**src/rtl/softMutePkg.sv**
```systemverilog
package softMutePkg;
  localparam int GAIN_W = 16;

  typedef struct packed {
    logic              sampleStb;
    logic [GAIN_W-1:0] gain;
  } ctrlToPath_t;
endpackage

```
**src/rtl/softMuteCtrl.sv**
```systemverilog
module softMuteCtrl
  import softMutePkg::*;
#(
  parameter int STEPS  = 32,
  parameter int HOLD   = 32,
  parameter int STEP_W = $clog2(STEPS + 1)
) (
  input  logic              clk,
  input  logic              rstN,
  input  logic              sampleStb,
  input  logic              mutePin,
  input  logic              muteBit,
  input  logic              regMode,
  output logic [STEP_W-1:0] stepIdx,
  output ctrlToPath_t       toPath
);
  localparam int    CNT_W = (HOLD > 1) ? $clog2(HOLD) : 1;
  localparam int    UNITY = 1 << (GAIN_W - 1);
  localparam real   PI    = 3.14159265358979;

  function automatic logic [GAIN_W-1:0] cosGain(input int k);
    real x;
    x = (1.0 + $cos(PI * k / STEPS)) * UNITY / 2.0;
    return GAIN_W'($rtoi(x + 0.5));
  endfunction

  logic [GAIN_W-1:0] gainLut [STEPS+1];

  for (genvar k = 0; k <= STEPS; k++) begin : g_lut
    localparam logic [GAIN_W-1:0] G = cosGain(k);
    assign gainLut[k] = G;
  end

  logic             startHold;
  logic             muteBitQ;
  logic             dirMute;
  logic [CNT_W-1:0] holdCnt;
  logic             wantMute;
  logic             atRest;
  logic [CNT_W-1:0] baseCnt;

  assign wantMute = regMode ? (muteBit | startHold) : mutePin;
  assign atRest   = wantMute ? (stepIdx == STEP_W'(STEPS)) : (stepIdx == '0);
  assign baseCnt  = (wantMute != dirMute) ? '0 : holdCnt;

  always_ff @(posedge clk) begin
    if (!rstN) begin
      startHold <= 1'b1;
      muteBitQ  <= 1'b0;
      dirMute   <= regMode;
      holdCnt   <= '0;
      stepIdx   <= regMode ? STEP_W'(STEPS) : '0;
    end else begin
      muteBitQ <= muteBit;
      if (regMode && muteBitQ && !muteBit) startHold <= 1'b0;
      if (sampleStb) begin
        dirMute <= wantMute;
        if (atRest) begin
          holdCnt <= '0;
        end else if (baseCnt == CNT_W'(HOLD - 1)) begin
          holdCnt <= '0;
          stepIdx <= wantMute ? stepIdx + 1'b1 : stepIdx - 1'b1;
        end else begin
          holdCnt <= baseCnt + 1'b1;
        end
      end
    end
  end

  assign toPath.sampleStb = sampleStb;
  assign toPath.gain      = gainLut[stepIdx];
endmodule

```
**src/rtl/softMutePath.sv**
```systemverilog
module softMutePath
  import softMutePkg::*;
#(
  parameter int SAMPLE_W = 24
) (
  input  logic                       clk,
  input  logic                       rstN,
  input  logic                       regMode,
  input  ctrlToPath_t                fromCtrl,
  input  logic signed [SAMPLE_W-1:0] inLeft,
  input  logic signed [SAMPLE_W-1:0] inRight,
  output logic signed [SAMPLE_W-1:0] outLeft,
  output logic signed [SAMPLE_W-1:0] outRight,
  output logic                       outStb,
  output logic                       fullyMuted
);
  localparam int PW = SAMPLE_W + GAIN_W + 1;
  localparam int SH = GAIN_W - 1;
  localparam logic signed [PW-1:0] RND  = PW'(1) << (SH - 1);
  localparam logic signed [PW-1:0] MAXV = PW'((1 << (SAMPLE_W - 1)) - 1);
  localparam logic signed [PW-1:0] MINV = -(PW'(1) << (SAMPLE_W - 1));

  function automatic logic signed [SAMPLE_W-1:0] scale(
    input logic signed [SAMPLE_W-1:0] s,
    input logic [GAIN_W-1:0]          g
  );
    logic signed [PW-1:0] p;
    p = (PW'(s) * $signed({1'b0, g}) + RND) >>> SH;
    if (p > MAXV)      return MAXV[SAMPLE_W-1:0];
    else if (p < MINV) return MINV[SAMPLE_W-1:0];
    else               return p[SAMPLE_W-1:0];
  endfunction

  always_ff @(posedge clk) begin
    if (!rstN) begin
      outLeft    <= '0;
      outRight   <= '0;
      outStb     <= 1'b0;
      fullyMuted <= regMode;
    end else begin
      outStb <= fromCtrl.sampleStb;
      if (fromCtrl.sampleStb) begin
        outLeft    <= scale(inLeft, fromCtrl.gain);
        outRight   <= scale(inRight, fromCtrl.gain);
        fullyMuted <= (fromCtrl.gain == '0);
      end
    end
  end
endmodule

```
**src/rtl/softMuteRamp.sv**
```systemverilog
module softMuteRamp
  import softMutePkg::*;
#(
  parameter int SAMPLE_W = 24,
  parameter int STEPS    = 32,
  parameter int HOLD     = 32
) (
  input  logic                       clk,
  input  logic                       rstN,
  input  logic                       sampleStb,
  input  logic signed [SAMPLE_W-1:0] inLeft,
  input  logic signed [SAMPLE_W-1:0] inRight,
  input  logic                       mutePin,
  input  logic                       muteBit,
  input  logic                       regMode,
  output logic signed [SAMPLE_W-1:0] outLeft,
  output logic signed [SAMPLE_W-1:0] outRight,
  output logic                       outStb,
  output logic                       fullyMuted
);
  localparam int STEP_W = $clog2(STEPS + 1);

  logic [STEP_W-1:0] stepIdx;
  ctrlToPath_t       ctrl2path;
  logic [GAIN_W-1:0] pathGain;

  assign pathGain = ctrl2path.gain;

  softMuteCtrl #(.STEPS(STEPS), .HOLD(HOLD), .STEP_W(STEP_W)) u_ctrl (
    .clk(clk), .rstN(rstN), .sampleStb(sampleStb), .mutePin(mutePin),
    .muteBit(muteBit), .regMode(regMode), .stepIdx(stepIdx), .toPath(ctrl2path)
  );

  softMutePath #(.SAMPLE_W(SAMPLE_W)) u_path (
    .clk(clk), .rstN(rstN), .regMode(regMode), .fromCtrl(ctrl2path),
    .inLeft(inLeft), .inRight(inRight), .outLeft(outLeft), .outRight(outRight),
    .outStb(outStb), .fullyMuted(fullyMuted)
  );
endmodule

```
**config.mk**
```make
export PLATFORM = sky130hd
export DESIGN_NAME = softMuteRamp
export DESIGN_NICKNAME = d
export VERILOG_FILES = /design/src/rtl/softMutePkg.sv /design/src/rtl/softMuteCtrl.sv /design/src/rtl/softMutePath.sv /design/src/rtl/softMuteRamp.sv
export SDC_FILE = /design/constraint.sdc
export NUM_CORES = 2
export LEC_CHECK = 0
export BUFFER_PORTS_ARGS = -buffer_cell sky130_fd_sc_hd__buf_2
export CAP_MARGIN = 5
export CORE_ASPECT_RATIO = 1.2
export CORE_MARGIN = 3
export CORE_UTILIZATION = 65
export DETAILED_ROUTE_END_ITERATION = 8
export PLACE_DENSITY = 0.81
export SKIP_LAST_GASP = 1
export SLEW_MARGIN = 20
export SYNTH_ARGS = -nofsm -noshare
export SYNTH_HDL_FRONTEND = slang
export SYNTH_SLANG_ARGS = --single-unit
```
**constraint.sdc**
```tcl
create_clock -name clk -period 10.22 [get_ports clk]
set_clock_uncertainty 0.1 [all_clocks]
set_input_delay 0.511 -clock clk [delete_from_list [all_inputs] [get_ports clk]]
set_output_delay 0.511 -clock clk [all_outputs]
set_load 0.02 [all_outputs]
```
; After elaboration in Yosys (flattened, before gate mapping)
; Memories as Yosys holds them, arrays and structs flattened.
; Index checks and enable logic that the tools add are counted.
[op_classes]
n_addsub = 5
n_mul = 2
magnitude_cmp = 5
eq_ne = 6
n_mux = 21
bitwise_logic = 2
n_reduce_logical = 6
[op_table]
columns = cell, count
row1 = 24-bit 2-to-1 mux, 4
row2 = 41-bit by 16-bit adder with 41-bit output (second input constant), 2
row3 = 24-bit by 17-bit multiplier with 41-bit output, 2
row4 = 26-bit by 24-bit greater-than comparator with 1-bit output (second input constant), 2
row5 = 26-bit by 24-bit < comparator with 1-bit output (second input constant), 2
row6 = 6-bit 2-to-1 mux, 6
row7 = 16-bit 2-to-1 mux, 2
row8 = 16-bit logical NOT, 1
row9 = 5-bit 2-to-1 mux, 3
row10 = 7-bit greater-or-equal comparator (second input constant), 1
row11 = 6-bit NOT with 7-bit output, 1
row12 = 6-bit by 1-bit adder with 6-bit output (second input constant), 1
row13 = 6-bit equality test (second input constant), 1
row14 = 6-bit logical NOT, 1
row15 = 1-bit 2-to-1 mux, 6
row16 = 6-bit by 1-bit subtractor with 6-bit output (second input constant), 1
row17 = 5-bit by 1-bit adder with 5-bit output (second input constant), 1
row18 = 5-bit equality test (second input constant), 1
row19 = 2-bit by 1-bit inequality test with 1-bit output (second input constant), 2
row20 = 3-bit AND reduction, 1
row21 = 1-bit logical AND, 2
row22 = 2-bit inequality test (second input constant), 1
row23 = 1-bit logical NOT, 1
row24 = 1-bit inequality test, 1
row25 = 1-bit bitwise OR, 1
[totals]
register_bits = 64
mem_bits_ro = 1024
output_inout_bits = 50
word_cells = 57
memories = 1
[memory_table]
columns = memory, words, word_bits, read_ports, rd_ports_with_merged_regs, wr, line
row1 = (name not given), 64, 16, 1, 0, 0, softMuteCtrl.sv:71  ; assign toPath.gain = gainLut[stepIdx];

; Depth between registers and ports, before layout
[depth]
depth_word = 9
mapped_depth = 35

; Cells and area by module
; Synthesis repeated with hierarchy kept, for this count alone.
[hier_totals]
cells_unflattened = 3629
hier_area_um2 = 32173.4
[by_module_without_submodules]
columns = module, instances, cells_each, area_per_inst_um2, seq_area_each_um2
row1 = softMutePath, 1, 3409, 30469.2, 1011.0
row2 = softMuteCtrl, 1, 220, 1704.1, 350.3

; Least setup slack after synthesis
; Ideal clock, no wire load.
[synth_path]
path_kind = reg2reg
startpoint = register u_ctrl.stepIdx[1]
endpoint = register u_path.outLeft[0]
t_arrival_ns = 8.617
t_required_ns = 10.060
slack_ns = 1.444
path_stages_with_launch = 30
n_path_buf = 4
synth_period_minus_slack_ns = 8.776
path_cell_list = edfxtp_1 buf_2 inv_1 ha_1 mux2_2 a31oi_4 nand2_1 a31oi_1 clkbuf_1 clkbuf_1 nand2_1 fa_1 fa_1 inv_1 fa_1 fa_1 fa_1 inv_1 fa_1 inv_1 ha_1 and3_1 and2_1 a221oi_1 mux2_2 or4b_1 o21ai_2 and3_1 buf_2 a221o_1
[synth_via]
elab_chain_cells = 9
word_cells_on_any_way = 10
[synth_rtl]
columns = element, line
row1 = start: declaration, softMuteCtrl.sv:14  ; output logic [STEP_W-1:0] stepIdx,
row2 = start signal: assignment, softMuteCtrl.sv:52  ; stepIdx <= regMode ? STEP_W'(STEPS) : '0;
row3 = start signal: assignment, softMuteCtrl.sv:62  ; stepIdx <= wantMute ? stepIdx + 1'b1 : stepIdx - 1'b1;
row4 = 6-bit NOT with 7-bit output (implied by the code) (*), softMuteCtrl.sv:71
row5 = memory 64 x 16 bit (*), --
row6 = 16-bit 2-to-1 mux (implied by the code) (*) (2 in series), softMuteCtrl.sv:71
row7 = 24-bit by 17-bit multiplier with 41-bit output (*), softMutePath.sv:28  ; p = (PW'(s) * $signed({1'b0, g}) + RND) >>> SH;
row8 = 41-bit by 16-bit adder with 41-bit output (*), softMutePath.sv:28
row9 = 26-bit by 24-bit < comparator with 1-bit output, softMutePath.sv:30  ; else if (p < MINV) return MINV[SAMPLE_W-1:0];
row10 = 24-bit 2-to-1 mux, softMutePath.sv:30
row11 = 24-bit 2-to-1 mux (*), softMutePath.sv:29  ; if (p > MAXV) return MAXV[SAMPLE_W-1:0];
row12 = end signal: assignment, softMutePath.sv:43  ; outLeft <= scale(inLeft, fromCtrl.gain);
row13 = end: declaration, softMutePath.sv:12  ; output logic signed [SAMPLE_W-1:0] outLeft,
; Mark *: on every way between the ends. The rest lies on a longest branch, timed or not. The select of a mux whose other input is x is not followed.
; A chain may end at the register's enable or synchronous reset.

; Worst setup path in the final report
[layout_path]
startpoint = register u_ctrl.stepIdx[1]
endpoint = register u_path.outLeft[9]
; The elaborated chain is that of the path after synthesis.

==> metrics.yaml <==
grt_overflow: 0
synth-seq-area-share_pct: 4.19
synthCells: 3657
hp-class: "input pin to flip-flop"
vias: 24600
cp.arrival_ns: 9.81
post_synth_num_cell_types: 80
routabilityCongestion: 0.942
tns_ns: 0
drt_wl_total_mm: 79.6
drc: 0
slew_headroom_pct: 29.8
fp.dieH_um: 251
root_buffer: "clkbuf_16"
wl_per_cell_um: 18.6
hold_violations: 0
fp.coreArea_sq_um: 49300
syn_nets: 4714
port_buffers: 103
multi_input_area_sq_um: 27000
cts_buffer_depth: 2
syn_area_per_cell_sq_um: 8.89
final_common_cell: "inv_1"
design.die.area_sq_um: 52700
synth_area_sq_um: 32500
crit_fanout: 20
clock_sinks: 64
synthToLayoutAreaGrowth_pct: 4.46
grt_use_total_pct: 32.0
worstSetupPathType: "flip-flop to flip-flop"
fillers: 3898
cp-end-kind: "flip-flop"
ys_ff_latch: 64
grt_max_degree: 50
fin_crit_sh_pct: 93.9
seq_area_sq_um: 1360
grt_antenna_before_repair: 1
timing.fmax_mhz: 104
start_kind: "flip-flop"
cap_viol_max_count: 0
cts_tree: "done"
synthArstFlopShare_pct: 0
vias_per_cell: 5.75
layout.nets: 4690
postCtsSetupBuffers: 0
cp.required_ns: 10.43
die_w_um: 210
hold_buffers: 0
path_clk_slew_ns: 0.07
first_pass_iters: 6
finalSetupViolations: 0
status: "completed"
htree_levels: 3
initial_utilization_pct: 65.9
layout_common_cells: "inv_1 (964), fa_1 (753), and2_1 (543), nand2_1 (306), ha_1 (250)"
rows: 89
synth_ff_type: "dfxtp_1"
yosysWarnings: 0
max_slew.worst_pin.slew_ns: 1.05
antenna_left: 0
clk_latency_ns: 0.38
top_level_ports: 104
period_minus_slack_ns: 9.60
grt_first_pass_wirelength_mm: 134
rsz0062_at_grt: "false"
drt_iter0_drc: 1708
drv_slew: 0
numCtsBuffers: 9
synth_edf_count: 8
drive_gt1_share_pct: 5.42
grt_pass1_vias: 26400
hpwl_mm: 62.8
[final cells by class]
type	count	share of cell area [%]
clock buffer	9	0.663
inverter	964	10.7
sequential	64	4.01
clock inverter	7	0.210
tap	637	2.35
antenna	1	0.00737
timing repair buffer	137	2.49
multi-input combinational	2457	79.6
[synthesized netlist by cell type, types with 43 or more instances]
library cell	count	area, sq um
ha_1	250	3130
a221o_1	43	430
inv_1	964	3620
clkbuf_1	157	589
and2_1	543	3400
nor2_1	74	278
nand2_1	306	1150
o21ai_0	55	275
xnor2_1	50	438
dfxtp_1	56	1120
a21oi_1	99	495
fa_1	753	15100
[layer usage]
layer | part of all wire (%) | GRT usage, %
met2 | 50 | 54.6
met5 | 0 | 0
met1 | 38 | 40.9
met4 | 5.8 | 16.1
met3 | 6.1 | 3.21
[worst paths after layout]
path	start	endpoint	slack (ns)	cells after the start
setup / recovery	u_ctrl.stepIdx[1]	u_path.outLeft[9]	0.62	24
hold / removal	muteBit	u_ctrl.muteBitQ	0.27	2
setup reg to reg	u_ctrl.stepIdx[1]	u_path.outLeft[9]	0.62	24
hold reg to reg	u_ctrl.startHold	u_ctrl.startHold	0.37	2
[metrics by stage]
stage	utilization, %	std cells	cell area [sq um]	setup slack, ns	hold slack (ns)
final	68.8	4276	34000	0.623	0.266
after CTS	68.8	4274	33900	0.644	0.249
after global placement	68.2	4258	33600	0.868	0.348
after global routing	68.8	4276	34000	0.0499	0.266
after floorplan	-	3657	32500	1.44	0.332
after detailed placement	68.2	4258	33600	0.711	0.353
[kinds of logic after synthesis]
group / count (synthesis) / share of synthesized area [%]
adder cells (fa/ha/maj): 1003 / 56.0
multiplexers: 8 / 0.385
AO/OA/AOI/OAI: 343 / 7.30
AND/OR/NAND/NOR: 1031 / 16.9
buffers and inverters: 1137 / 13.3
XOR/XNOR: 71 / 1.94
flip-flops: 64 / 4.19
[what timing repair did]
action | CTS | global route
resized for setup | 0 | 2
endpoints found under the setup margin | 0 | 22
hold endpoints to repair | 0 | 0
[worst max-delay path, stage by stage (launching register included)]
cell      delay (ns)
edfxtp_1        0.70
ha_1            0.42
mux2_4          0.21
a211o_1         0.55
nand2_1         0.19
a31oi_4         0.18
nand2_1         0.22
fa_1            0.65
fa_1            0.71
inv_1           0.22
fa_1            0.53
fa_1            0.53
fa_1            0.50
inv_1           0.05
fa_1            0.48
inv_1           0.05
ha_1            0.37
a21o_1          0.20
o21bai_1        0.18
a221oi_1        0.47
mux2_2          0.38
or4b_1          0.56
nor3_2          0.16
o21a_1          0.63
a221o_1         0.27
[flip-flops by register name, indices dropped and copies added (netlist names)]
| name | cells |
|---|---|
| u_ctrl.holdCnt | 5 |
| u_path.fullyMuted | 1 |
| u_ctrl.stepIdx | 6 |
| u_path.outStb | 1 |
| u_ctrl.muteBitQ | 1 |
| u_ctrl.dirMute | 1 |
| u_path.outLeft | 24 |
| u_path.outRight | 24 |
| u_ctrl.startHold | 1 |
Power is not shown: default switching activity piles up to over one toggle a cycle in this logic, so the estimate is an artifact.
